### config.mk
export PLATFORM = sky130hd
export DESIGN_NAME = usb_in_ep_seq
export DESIGN_NICKNAME = d
export VERILOG_FILES = /design/src/rtl/usb_in_pkg.sv /design/src/rtl/usb_in_retry_ctr.sv /design/src/rtl/usb_in_rx_drain.sv /design/src/rtl/usb_in_ep_seq.sv
export SDC_FILE = /design/constraint.sdc
export NUM_CORES = 1
export LEC_CHECK = 0
export ABC_AREA = 1
export CORE_MARGIN = 2
export CORE_UTILIZATION = 50
export DETAILED_ROUTE_END_ITERATION = 6
export PLACE_DENSITY = 0.87
export SYNTH_ARGS = -nofsm -noshare
export SYNTH_HDL_FRONTEND = slang
export SYNTH_HIERARCHICAL = 1
export SYNTH_SLANG_ARGS = --single-unit
### constraint.sdc
create_clock -name clk -period 6.3 [get_ports clk]
set_input_delay 0.945 -clock clk [delete_from_list [all_inputs] [get_ports clk]]
set_output_delay 0.945 -clock clk [all_outputs]
set_load 0.02 [all_outputs]
### src/rtl/usb_in_pkg.sv
// Shared types for the receive endpoint sequencer.
// Assumes the token engine encodes its handshake results with these values.
package usb_in_pkg;
    typedef enum logic [2:0] {
        RSP_DATA    = 3'd0,
        RSP_NAK     = 3'd1,
        RSP_STALL   = 3'd2,
        RSP_TIMEOUT = 3'd3,
        RSP_CRC     = 3'd4
    } rsp_e;

    localparam int STS_STALL = 0;
    localparam int STS_ERR   = 1;
    localparam int STS_NAKTO = 2;
endpackage

### src/rtl/usb_in_retry_ctr.sv
// Counts failed attempts of one kind and flags the attempt that reaches the limit.
// Assumes a limit of zero disables the flag (unlimited retries).
// The clear input has priority over increment; the counter restarts on a hit.
module usb_in_retry_ctr #(
    parameter int W = 8
) (
    input  logic         clk,
    input  logic         rst_n,
    input  logic         clr,
    input  logic         inc,
    input  logic [W-1:0] limit,
    output logic         hit
);
    logic [W-1:0] cnt;

    // Hit when this increment would make the count equal the limit.
    assign hit = inc && (limit != '0) && (cnt == limit - W'(1));

    // Attempt counter with restart on clear or on reaching the limit.
    always_ff @(posedge clk) begin
        if (!rst_n)          cnt <= '0;
        else if (clr || hit) cnt <= '0;
        else if (inc)        cnt <= cnt + W'(1);
    end
endmodule

### src/rtl/usb_in_rx_drain.sv
// Tracks FIFO reads of the held packet and detects a completed full-size drain.
// Assumes one byte per read strobe. Reads are counted only while a packet is held.
module usb_in_rx_drain #(
    parameter int MPW = 11
) (
    input  logic           clk,
    input  logic           rst_n,
    input  logic           start,
    input  logic           len_full,
    input  logic           rd,
    input  logic           held,
    input  logic           auto_en,
    input  logic [MPW-1:0] max_pkt,
    output logic           done
);
    logic [MPW-1:0] rd_cnt;
    logic           full_q;

    // Done on the read that completes max_pkt bytes of a full-size packet.
    assign done = auto_en && held && full_q && rd && (rd_cnt + MPW'(1) == max_pkt);

    // Restart the read count per packet and remember whether it was full size.
    always_ff @(posedge clk) begin
        if (!rst_n) begin
            rd_cnt <= '0;
            full_q <= 1'b0;
        end else if (start) begin
            rd_cnt <= '0;
            full_q <= len_full;
        end else if (rd && held) begin
            rd_cnt <= rd_cnt + MPW'(1);
        end
    end
endmodule

### src/rtl/usb_in_ep_seq.sv
// Receive endpoint transaction sequencer for a USB host.
// Holds the request, received-packet, auto-request and status state of one
// endpoint. It drives the token engine through tok_req and consumes its
// handshake results. Assumes rsp_valid is only meaningful while tok_req is high.
module usb_in_ep_seq
    import usb_in_pkg::*;
#(
    parameter int MPW       = 11,
    parameter int CNTW      = 16,
    parameter int NLW       = 8,
    parameter int ERR_TRIES = 3
) (
    input  logic            clk,
    input  logic            rst_n,
    input  logic            arm_req,
    input  logic            auto_req_wr,
    input  logic            auto_req_val,
    input  logic            auto_clr_en,
    input  logic [MPW-1:0]  max_pkt,
    input  logic [NLW-1:0]  nak_limit,
    input  logic            pkt_cnt_wr,
    input  logic [CNTW-1:0] pkt_cnt_val,
    input  logic            rxrdy_clr,
    input  logic            fifo_rd,
    input  logic [2:0]      sts_clr,
    output logic            tok_req,
    input  logic            rsp_valid,
    input  logic [2:0]      rsp_code,
    input  logic [MPW-1:0]  rsp_bytes,
    output logic            req_pkt,
    output logic            rxrdy,
    output logic            auto_req,
    output logic [CNTW-1:0] pkt_cnt,
    output logic [2:0]      sts,
    output logic            rx_irq,
    output logic            ack_send
);
    localparam int ERRW = $clog2(ERR_TRIES + 1);

    logic rsp_fire, ev_data, ev_nak, ev_stall, ev_err;
    logic nak_hit, err_hit, drain_done, rx_clear, rearm, ctr_clr, short_pkt;

    // Token request while a request is pending and the FIFO slot is free.
    assign tok_req  = req_pkt && !rxrdy;

    // Decode the handshake result accepted this cycle.
    assign rsp_fire = rsp_valid && tok_req;
    assign ev_data  = rsp_fire && (rsp_code == RSP_DATA);
    assign ev_nak   = rsp_fire && (rsp_code == RSP_NAK);
    assign ev_stall = rsp_fire && (rsp_code == RSP_STALL);
    assign ev_err   = rsp_fire && ((rsp_code == RSP_TIMEOUT) || (rsp_code == RSP_CRC));

    // Clearing of the held packet and the automatic re-request it may trigger.
    assign rx_clear  = rxrdy && (rxrdy_clr || drain_done);
    assign rearm     = rx_clear && auto_req;
    assign ctr_clr   = ev_data || arm_req || rearm;
    assign short_pkt = rsp_bytes < max_pkt;

    usb_in_retry_ctr #(.W(NLW)) u_nak_ctr (
        .clk   (clk),
        .rst_n (rst_n),
        .clr   (ctr_clr),
        .inc   (ev_nak),
        .limit (nak_limit),
        .hit   (nak_hit)
    );

    usb_in_retry_ctr #(.W(ERRW)) u_err_ctr (
        .clk   (clk),
        .rst_n (rst_n),
        .clr   (ctr_clr),
        .inc   (ev_err),
        .limit (ERRW'(ERR_TRIES)),
        .hit   (err_hit)
    );

    usb_in_rx_drain #(.MPW(MPW)) u_drain (
        .clk      (clk),
        .rst_n    (rst_n),
        .start    (ev_data),
        .len_full (rsp_bytes == max_pkt),
        .rd       (fifo_rd),
        .held     (rxrdy),
        .auto_en  (auto_clr_en),
        .max_pkt  (max_pkt),
        .done     (drain_done)
    );

    // Request flag: arming wins over any terminating response.
    always_ff @(posedge clk) begin
        if (!rst_n)                                         req_pkt <= 1'b0;
        else if (arm_req || rearm)                          req_pkt <= 1'b1;
        else if (ev_data || ev_stall || nak_hit || err_hit) req_pkt <= 1'b0;
    end

    // Received-packet flag, set by DATA and cleared by software or drain.
    always_ff @(posedge clk) begin
        if (!rst_n)        rxrdy <= 1'b0;
        else if (ev_data)  rxrdy <= 1'b1;
        else if (rx_clear) rxrdy <= 1'b0;
    end

    // Packet budget: loaded by software, decremented on each received packet.
    always_ff @(posedge clk) begin
        if (!rst_n)                         pkt_cnt <= '0;
        else if (pkt_cnt_wr)                pkt_cnt <= pkt_cnt_val;
        else if (ev_data && pkt_cnt != '0)  pkt_cnt <= pkt_cnt - CNTW'(1);
    end

    // Auto-request flag: ends at the last budgeted packet or at a short packet.
    always_ff @(posedge clk) begin
        if (!rst_n)
            auto_req <= 1'b0;
        else if (auto_req_wr)
            auto_req <= auto_req_val;
        else if (ev_data && ((pkt_cnt == CNTW'(1)) || ((pkt_cnt == '0) && short_pkt)))
            auto_req <= 1'b0;
    end

    // Sticky status bits; a hardware set overrides a same-cycle clear.
    always_ff @(posedge clk) begin
        if (!rst_n) begin
            sts <= '0;
        end else begin
            sts[STS_STALL] <= (sts[STS_STALL] && !sts_clr[STS_STALL]) || ev_stall;
            sts[STS_ERR]   <= (sts[STS_ERR]   && !sts_clr[STS_ERR])   || err_hit;
            sts[STS_NAKTO] <= (sts[STS_NAKTO] && !sts_clr[STS_NAKTO]) || nak_hit;
        end
    end

    // One-cycle interrupt and acknowledge pulses.
    always_ff @(posedge clk) begin
        if (!rst_n) begin
            rx_irq   <= 1'b0;
            ack_send <= 1'b0;
        end else begin
            rx_irq   <= ev_data || ev_stall || nak_hit || err_hit;
            ack_send <= rx_clear;
        end
    end
endmodule

==> impl_metrics.ini, run 1 <==
[outcome]
status = finished clean

[power_and_ir_drop]
powerDensity_mw_per_mm2 = 156
ir_drop_mv = 0.0878
cellLeakagePower_nw = 2.09

[yosys]
netlist_top_cells_area = dfxtp_1 (26%), nand2_1 (16%), inv_1 (9.3%)
ys_ff_latch = 46
synth_seq_area_share = 0.259
synth_cell_types = 41
synth.cell_area_mm2 = 0.00356
synth_area_per_cell_um2 = 6.21
yosysWarnings = 6
synth.most_common_cell = nand2_1
asyncSetResetFlopFracSynth = 0
synthTopCellsByCount = nand2_1 (150), inv_1 (88), nor2_1 (73)
synth_area_leader_cell = dfxtp_1
synth_top_area_frac = 0.259
synth_cells = 573
synth_edf_count = 0
ys.flop_type = dfxtp_1

[timing]
period_share = 0.483
fin_crit_ns = 3.05
fmax_mhz = 328
finalSetupViolCount = 0
rsz0062_at_grt = no
tns_ns = 0
relSlewSlack = 0.332
fin_skew_ns = 0.0128
slew_violations = 0
worstMarginPinSlew_ns = 0.993
hold_violations = 0
holdWs_ns = 0.485

[grt]
grt_first_pass_wirelength_um = 15400
antenna_found_initial = 0
grt_pass1_vias = 3572
track_usage = 0.246
grt-ovfl-total = 0
grt_start_max_net_pins = 21

[layout]
syn_to_final_growth_pct = 29.0
finalNetCount = 738
drive_gt1_frac = 0.0622
antenna_cells = 0

[critical_path]
critPathRequiredTime_ns = 6.46
arrival_ns = 3.21
crit_path_start_kind = input port
endpoint_kind = flip-flop
critPathKind = input port to flip-flop
critPathMaxFanout = 6

[die]
die_h_um = 88.4
die_area_mm2 = 0.00781
die-width_um = 88.4
placementRows = 30
initial_core_util = 0.521
num_io_pins = 87
core_area_mm2 = 0.00683

[clocking]
cts_sinks = 46
clkLatencyLatePin_ns = 0.31
ctsResizeCount = 0
post_cts_buffers = 0
cts_tree = built
path_clk_slew_ns = 0.09
cts.path.max_buffers = 2
postCtsHoldBufs = 0
numCtsBuffers = 5
cts_max_level = 2
cts_root_buf = clkbuf_8

[route]
drc = 0
drtPass1Iterations = 4
wire_per_inst_um = 12.2
vias = 3826
ant_nets = 0
first_iter_violations = 170
drt-total-wl_um = 9200
vias_per_cell = 5.07

[flow_run]
drv_cap = 0

[place]
dpl.hpwl_um = 7340
io_buffer_count = 86
gp_congestion = 0.932

[worst_hold_path]
hp-class = flip-flop to flip-flop
## stage by stage
step | total power [mW] | util | std cells | instance area [um2] | setup slack [ns]
after floorplan | 0.437 | - | 575 | 3570 | 4.03
after global placement | 0.517 | 0.658 | 747 | 4500 | 3.02
after detailed placement | 0.524 | 0.658 | 747 | 4500 | 2.94
after CTS | 0.715 | 0.672 | 755 | 4590 | 3.25
after global routing | 0.757 | 0.672 | 755 | 4590 | 3.00
final | 0.714 | 0.672 | 755 | 4590 | 3.25
## final cells by class
type | instances | area (um2)
flip-flops and latches | 46 | 921
clock buffers | 6 | 82.6
repair buffers | 86 | 861
inverters | 92 | 347
well taps | 96 | 120
clock inverters | 2 | 12.5
fillers | 612 | 2240
multi-input cells | 427 | 2250
## sequential cells by signal (all words and copies together) (netlist names)
register        flops
req_pkt             1
sts                 3
pkt_cnt            16
rxrdy               1
auto_req            1
ack_send            1
rx_irq              1
u_drain/rd_cnt     11
u_drain/full_q      1
u_nak_ctr/cnt       8
u_err_ctr/cnt       2
## critical path, cell delays in order
cell	delay (ns)
clkdlybuf4s50_1	0.52
inv_2	0.05
nor4_1	0.84
o211ai_1	0.18
nor2_1	0.14
nand3_1	0.08
nor2_1	0.12
nand2_2	0.09
inv_1	0.05
inv_1	0.05
nand4_1	0.08
a21oi_1	0.06
## layer usage
| metal | global-route usage | wire [um] |
|---|---|---|
| met3 | 0.0392 | 456 |
| met5 | 0 | 0 |
| met2 | 0.424 | 4510 |
| met1 | 0.307 | 3990 |
| met4 | 0.0964 | 244 |
## placed cells by master, fill, tap and decap left out, types with 2 or more instances in the layout
cell type        count
ha_1                18
nand4_1              4
nand3_1             44
inv_1               88
and2_1               2
clkinv_2             2
o21ai_1              2
clkbuf_8             6
conb_1               3
nor3_1               2
nand2_2              6
nand2_1            150
a21oi_1             36
o21ai_0             26
nand3_2              2
clkdlybuf4s50_1     86
dfxtp_1             46
nor4_1               2
nand2_4              4
nor2_4               3
o21bai_1             2
inv_2                3
nor2_2               8
xor2_1              14
xnor2_1              8
nor2_1              73
o211ai_1             3
nand3b_1             4
## final timing paths
path	slack, ns	start	cells after the start	end
worst max register to register	3.84	u_drain/rd_cnt[0]	15	u_nak_ctr/cnt[6]
worst min-delay path	0.48	sts[1]	2	sts[1]
worst max-delay path	3.25	rsp_code[0]	12	req_pkt
worst min register to register	0.48	sts[1]	2	sts[1]
## cell families (layout without fill, tap and decap cells)
group                      after synthesis  after routing  synth area share
AOI/OAI and AO/OA                       76             76             0.120
xor gates and xnor gates                23             23            0.0605
adders and majority gates               18             18            0.0633
buffers and inverters                  102            186             0.111
DFF                                     46             46             0.259
muxes                                    1              1           0.00281
other                                    1              3           0.00105
and+or+nand+nor                        306            306             0.383
## power breakdown
group / total, mW / switching, mW / internal [mW]
Clock: 0.196 / 0.107 / 0.0884
Combinational: 0.205 / 0.109 / 0.0963
Sequential: 0.314 / 0.0131 / 0.300
Total: 0.714 / 0.229 / 0.485
No activity file was read; power rests on OpenSTA's default activity.
==> run 2, diff against run 1 <==
Clock period 6.3 ns to 2.9 ns, I/O delays scaled along.
==> run 2 against run 1 <==
Compared with the run above: clock power grew to 2.5 times the previous value; sequential power up 120%; hold slack got worse by 0.015 ns.
==> impl_metrics.ini, run 2 (synthesis results as in run 1) <==
[outcome]
status = finished clean

[route]
vias_per_cell = 5.04
drc = 0
drtPass1Iterations = 4
vias = 3827
ant_nets = 0
drt-total-wl_um = 9340
first_iter_violations = 190
wire_per_inst_um = 12.3

[timing]
relSlewSlack = 0.581
finalSetupViolCount = 0
fin_crit_ns = 2.39
fmax_mhz = 418
fin_skew_ns = 0.0158
hold_violations = 0
worstMarginPinSlew_ns = 0.622
rsz0062_at_grt = no
slew_violations = 0
tns_ns = 0
period_share = 0.825

[layout]
antenna_cells = 0
final_area_mm2 = 0.00464
fillCellCount = 599
finalNetCount = 742
reg_top3 = pkt_cnt x16, u_drain/rd_cnt x11, u_nak_ctr/cnt x8
mostFrequentLayoutCell = nand2_1
layout_common_cells = nand2_1 (150), inv_1 (88), clkdlybuf4s50_1 (86)
drive_gt1_frac = 0.0679
post-route-util = 0.679
regMostFlops = pkt_cnt
syn_to_final_growth_pct = 30.4
largest_reg_flops = 16

[power_and_ir_drop]
p_comb_frac = 0.278
clockPowerShare = 0.302
power.switching_mw = 0.501
powerDensity_mw_per_mm2 = 349
p_int_mw = 1.12
p_sw_frac = 0.309
ir_drop_mv = 0.215
pwr-share-seq = 0.420
cellLeakagePower_nw = 2.11

[place]
placed_area_mm2 = 0.00453
io_buffer_count = 86
dpl.hpwl_um = 7570
gp_congestion = 0.922

[clocking]
numCtsBuffers = 5
cts_root_buf = clkbuf_8
cts_max_level = 2
postCtsHoldBufs = 0
cts_sinks = 46
clkLatencyLatePin_ns = 0.31
path_clk_slew_ns = 0.10
cts.path.max_buffers = 2
post_cts_buffers = 0
ctsResizeCount = 0
cts_tree = built

[die]
num_io_pins = 87
initial_core_util = 0.521
placementRows = 30
die_h_um = 88.4
core_area_mm2 = 0.00683
die_area_mm2 = 0.00781
die-width_um = 88.4

[grt]
track_usage = 0.250
grt_first_pass_wirelength_um = 15700
grt_pass1_vias = 3766
grt-ovfl-total = 0
antenna_found_initial = 0
grt_start_max_net_pins = 20

[flow_run]
drv_cap = 0

[worst_hold_path]
hp-class = flip-flop to flip-flop

[critical_path]
arrival_ns = 2.63
crit_slowest_cell = dfxtp_1
worst_path_most_repeated_cell = nor2_1
critPathRequiredTime_ns = 3.13
critPathKind = flip-flop to flip-flop
crit_path_start_kind = flip-flop
endpoint_kind = flip-flop
cp_top_family = simple AND/OR/NAND/NOR gates
critPathMaxStageDelay_ns = 0.38
critPathMaxFanout = 8
path_buf_inv = 1
crit_path_cell_trace = ha_1, nand3_1, nor2_1, nand3_1, a21oi_1, nor2_1, nand3_1, nor2_1, o21ai_0, o21bai_1, inv_1, nand2_1, nor2_1, nand2_4, nor2_1
==> run 2: cell types whose count changed in the layout (fill, tap and decap cells not counted), sizes merged <==
cell / before / now
clkbuf: 6 / 5
buf: 0 / 4
bufinv: 0 / 1
clkinv: 2 / 1
clkinvlp: 1 / 2
==> run 2: worst paths after layout <==
path                     start  cells past startpoint               end  slack, ns
max          u_drain/rd_cnt[1]                     15  u_nak_ctr/cnt[0]       0.51
min                     sts[1]                      2            sts[1]       0.47
max reg2reg  u_drain/rd_cnt[1]                     15  u_nak_ctr/cnt[0]       0.51
min reg2reg             sts[1]                      2            sts[1]       0.47
==> run 2: tightest hold or removal path: stages (launching register included) <==
cell     delay [ns]
dfxtp_1        0.32
nand2_1        0.06
a21oi_1        0.05
==> run 2: metrics by stage <==
| stage | setup WS, ns | power, mW | cells | hold slack [ns] |
|---|---|---|---|---|
| floorplan | 0.891 | 0.949 | 575 | 0.489 |
| global placement | 0.536 | 1.13 | 751 | 0.456 |
| detailed placement | 0.422 | 1.14 | 751 | 0.461 |
| CTS | 0.507 | 1.63 | 759 | 0.473 |
| global route | 0.161 | 1.70 | 759 | 0.492 |
| finish | 0.507 | 1.62 | 759 | 0.470 |
==> run 2: metal layers <==
metal,share of wire,global-route usage
met1,0.44,0.303
met2,0.48,0.446
met3,0.051,0.0326
met4,0.029,0.103
met5,0,0
==> run 2: area by class of cell <==
type | count | area, um2 | area share
Clock buffer | 5 | 68.8 | 0.0148
Multi-Input combinational cell | 427 | 2250 | 0.484
Clock inverter | 3 | 45.0 | 0.00971
Timing Repair Buffer | 90 | 891 | 0.192
Sequential cell | 46 | 921 | 0.198
Tap cell | 96 | 120 | 0.0259
Inverter | 92 | 347 | 0.0747
==> run 2: power by group through the flow <==
| stage | Clock, mW | Sequential, mW | Combinational (mW) |
|---|---|---|---|
| 3_3_place_gp | 0 | 0.694 | 0.435 |
| 3_5_place_dp | 0 | 0.695 | 0.447 |
| 2_1_floorplan | 0 | 0.712 | 0.237 |
| 4_1_cts | 0.499 | 0.680 | 0.450 |
| 6_report | 0.490 | 0.680 | 0.451 |
| 5_1_grt | 0.512 | 0.684 | 0.504 |
==> run 3, diff against run 2 <==
Clock period 2.9 ns to 2.42 ns, I/O delays scaled along.
==> run 3 against run 2 <==
Compared with the run above: setup slack lost 0.31 ns; clock-buffer cell count is the same; sequential share of layout area shrank 0.10 points; register-to-register slack lost 0.31 ns; sequential power grew 20%.
==> impl_metrics.ini, run 3 (synthesis results as in run 1) <==
[power_and_ir_drop]
powerDensity_mw_per_mm2 = 413
p_sw_frac = 0.306
power.switching_mw = 0.592
ir_drop_mv = 0.256
power_mw = 1.93
cellLeakagePower_nw = 2.13
p_int_mw = 1.34
pwr-share-seq = 0.422
clockPowerShare = 0.295
p_comb_frac = 0.283

[timing]
period_share = 0.919
fin_crit_ns = 2.22
tns_ns = 0
fmax_mhz = 450
slew_violations = 0
fin_skew_ns = 0.00700
fin_ws_ns = 0.196
finalSetupViolCount = 0
relSlewSlack = 0.568
hold_violations = 0
worstMarginPinSlew_ns = 0.642
holdWs_ns = 0.475

[route]
wire_per_inst_um = 12.8
met3WireLength_um = 457
highest_layer = met4
drc = 0
wl_met1_um = 4190
drt-total-wl_um = 9720
ant_nets = 0
wl_met2_um = 4870
drtPass1Iterations = 5
vias = 3889
first_iter_violations = 182
vias_per_cell = 5.10

[layout]
antenna_cells = 0
layout_common_cells = nand2_1 (150), inv_1 (87), clkdlybuf4s50_1 (86)
syn_to_final_growth_pct = 31.6
finalNetCount = 745
ff_latch_area_um2 = 925
regMostFlops = pkt_cnt
largest_reg_flops = 16
multi_input_area_mm2 = 0.00227
reg_top3 = pkt_cnt x16, u_drain/rd_cnt x11, u_nak_ctr/cnt x8
final_area_mm2 = 0.00468
drive_gt1_frac = 0.0841
mostFrequentLayoutCell = nand2_1
fillCellCount = 606

[die]
die_area_mm2 = 0.00781
num_io_pins = 87
die-width_um = 88.4
core_area_mm2 = 0.00683
placementRows = 30
die_h_um = 88.4
initial_core_util = 0.521

[clocking]
cts_root_buf = clkbuf_8
cts.path.max_buffers = 2
path_clk_slew_ns = 0.09
cts_max_level = 2
post_cts_buffers = 0
clkLatencyLatePin_ns = 0.30
cts_sinks = 46
numCtsBuffers = 5
cts_tree = built

[critical_path]
critPathRequiredTime_ns = 2.66
r2r_start = u_drain/rd_cnt[0]
timing.critical_path.from = u_drain/rd_cnt[0]
reg2regPathDepth = 16
crit_path_start_kind = flip-flop
critPathMaxFanout = 4
endpoint_kind = flip-flop
critPathKind = flip-flop to flip-flop
arrival_ns = 2.47

[grt]
grt_pass1_vias = 3797
grt_start_max_net_pins = 20
track_usage = 0.253
grt_first_pass_wirelength_um = 15900
antenna_found_initial = 0
grt-ovfl-total = 0

[flow_run]
drv_cap = 0

[place]
gp_congestion = 0.921
placed_area_mm2 = 0.00455
dpl.hpwl_um = 7740
io_buffer_count = 86
pre_cts_slack_ns = 0.0948

[worst_hold_path]
min_delay_path_depth = 2
min_from = sts[1]
hp-class = flip-flop to flip-flop

[outcome]
status = finished clean
## run 3: cell count changes in the layout (fill, tap and decap cells not counted), sizes merged
cell	change
clkinv	+2
buf	+3
clkinvlp	-2
## run 3: worst max-delay path, cell delays in order, from the launching register on
cell	delay, ns
dfxtp_2	0.39
ha_4	0.17
nand3_1	0.13
nor2_2	0.15
nand3_1	0.13
a21oi_1	0.18
nor2_1	0.06
nand3_1	0.08
nor2_1	0.04
o21ai_0	0.22
o21bai_1	0.09
inv_1	0.07
nand2_1	0.08
inv_1	0.06
nand2_1	0.04
o21bai_2	0.19
nor2_1	0.09
## run 3: cell type report
type	count	area share
multi-input combinational	427	0.485
sequential	46	0.197
timing repair buffer	93	0.195
tap	96	0.0256
clock buffer	5	0.0147
inverter	92	0.0740
clock inverter	3	0.00855
## run 3: layer usage
layer  up-vias  global-route usage
li1       1985                   -
met1      1772               0.302
met2       117               0.461
met3        15              0.0317
met4         0              0.0964
met5         -                   0
## run 3: final timing paths
check	end	slack [ns]
worst max register to register	u_err_ctr/cnt[0]	0.20
worst max-delay path	u_err_ctr/cnt[0]	0.20
worst min register to register	sts[1]	0.48
worst min-delay path	sts[1]	0.48
## run 3: repair_timing
action | in CTS | in global routing
endpoints found under the setup margin | 0 | 10
resized for setup | 0 | 9
hold buffers | 0 | 0
## run 3: stage by stage
step / utilization / std cells
final: 0.686 / 762
after floorplan: - / 575
after detailed placement: 0.666 / 754
after global placement: 0.666 / 754
after global routing: 0.686 / 762
after CTS: 0.682 / 762
## run 3: power groups by stage
stage | sequential (mW) | clock (mW) | combinational [mW]
4_1_cts | 0.815 | 0.575 | 0.544
3_3_place_gp | 0.832 | 0 | 0.523
3_5_place_dp | 0.832 | 0 | 0.541
6_report | 0.816 | 0.570 | 0.548
2_1_floorplan | 0.854 | 0 | 0.284
5_1_grt | 0.820 | 0.608 | 0.608
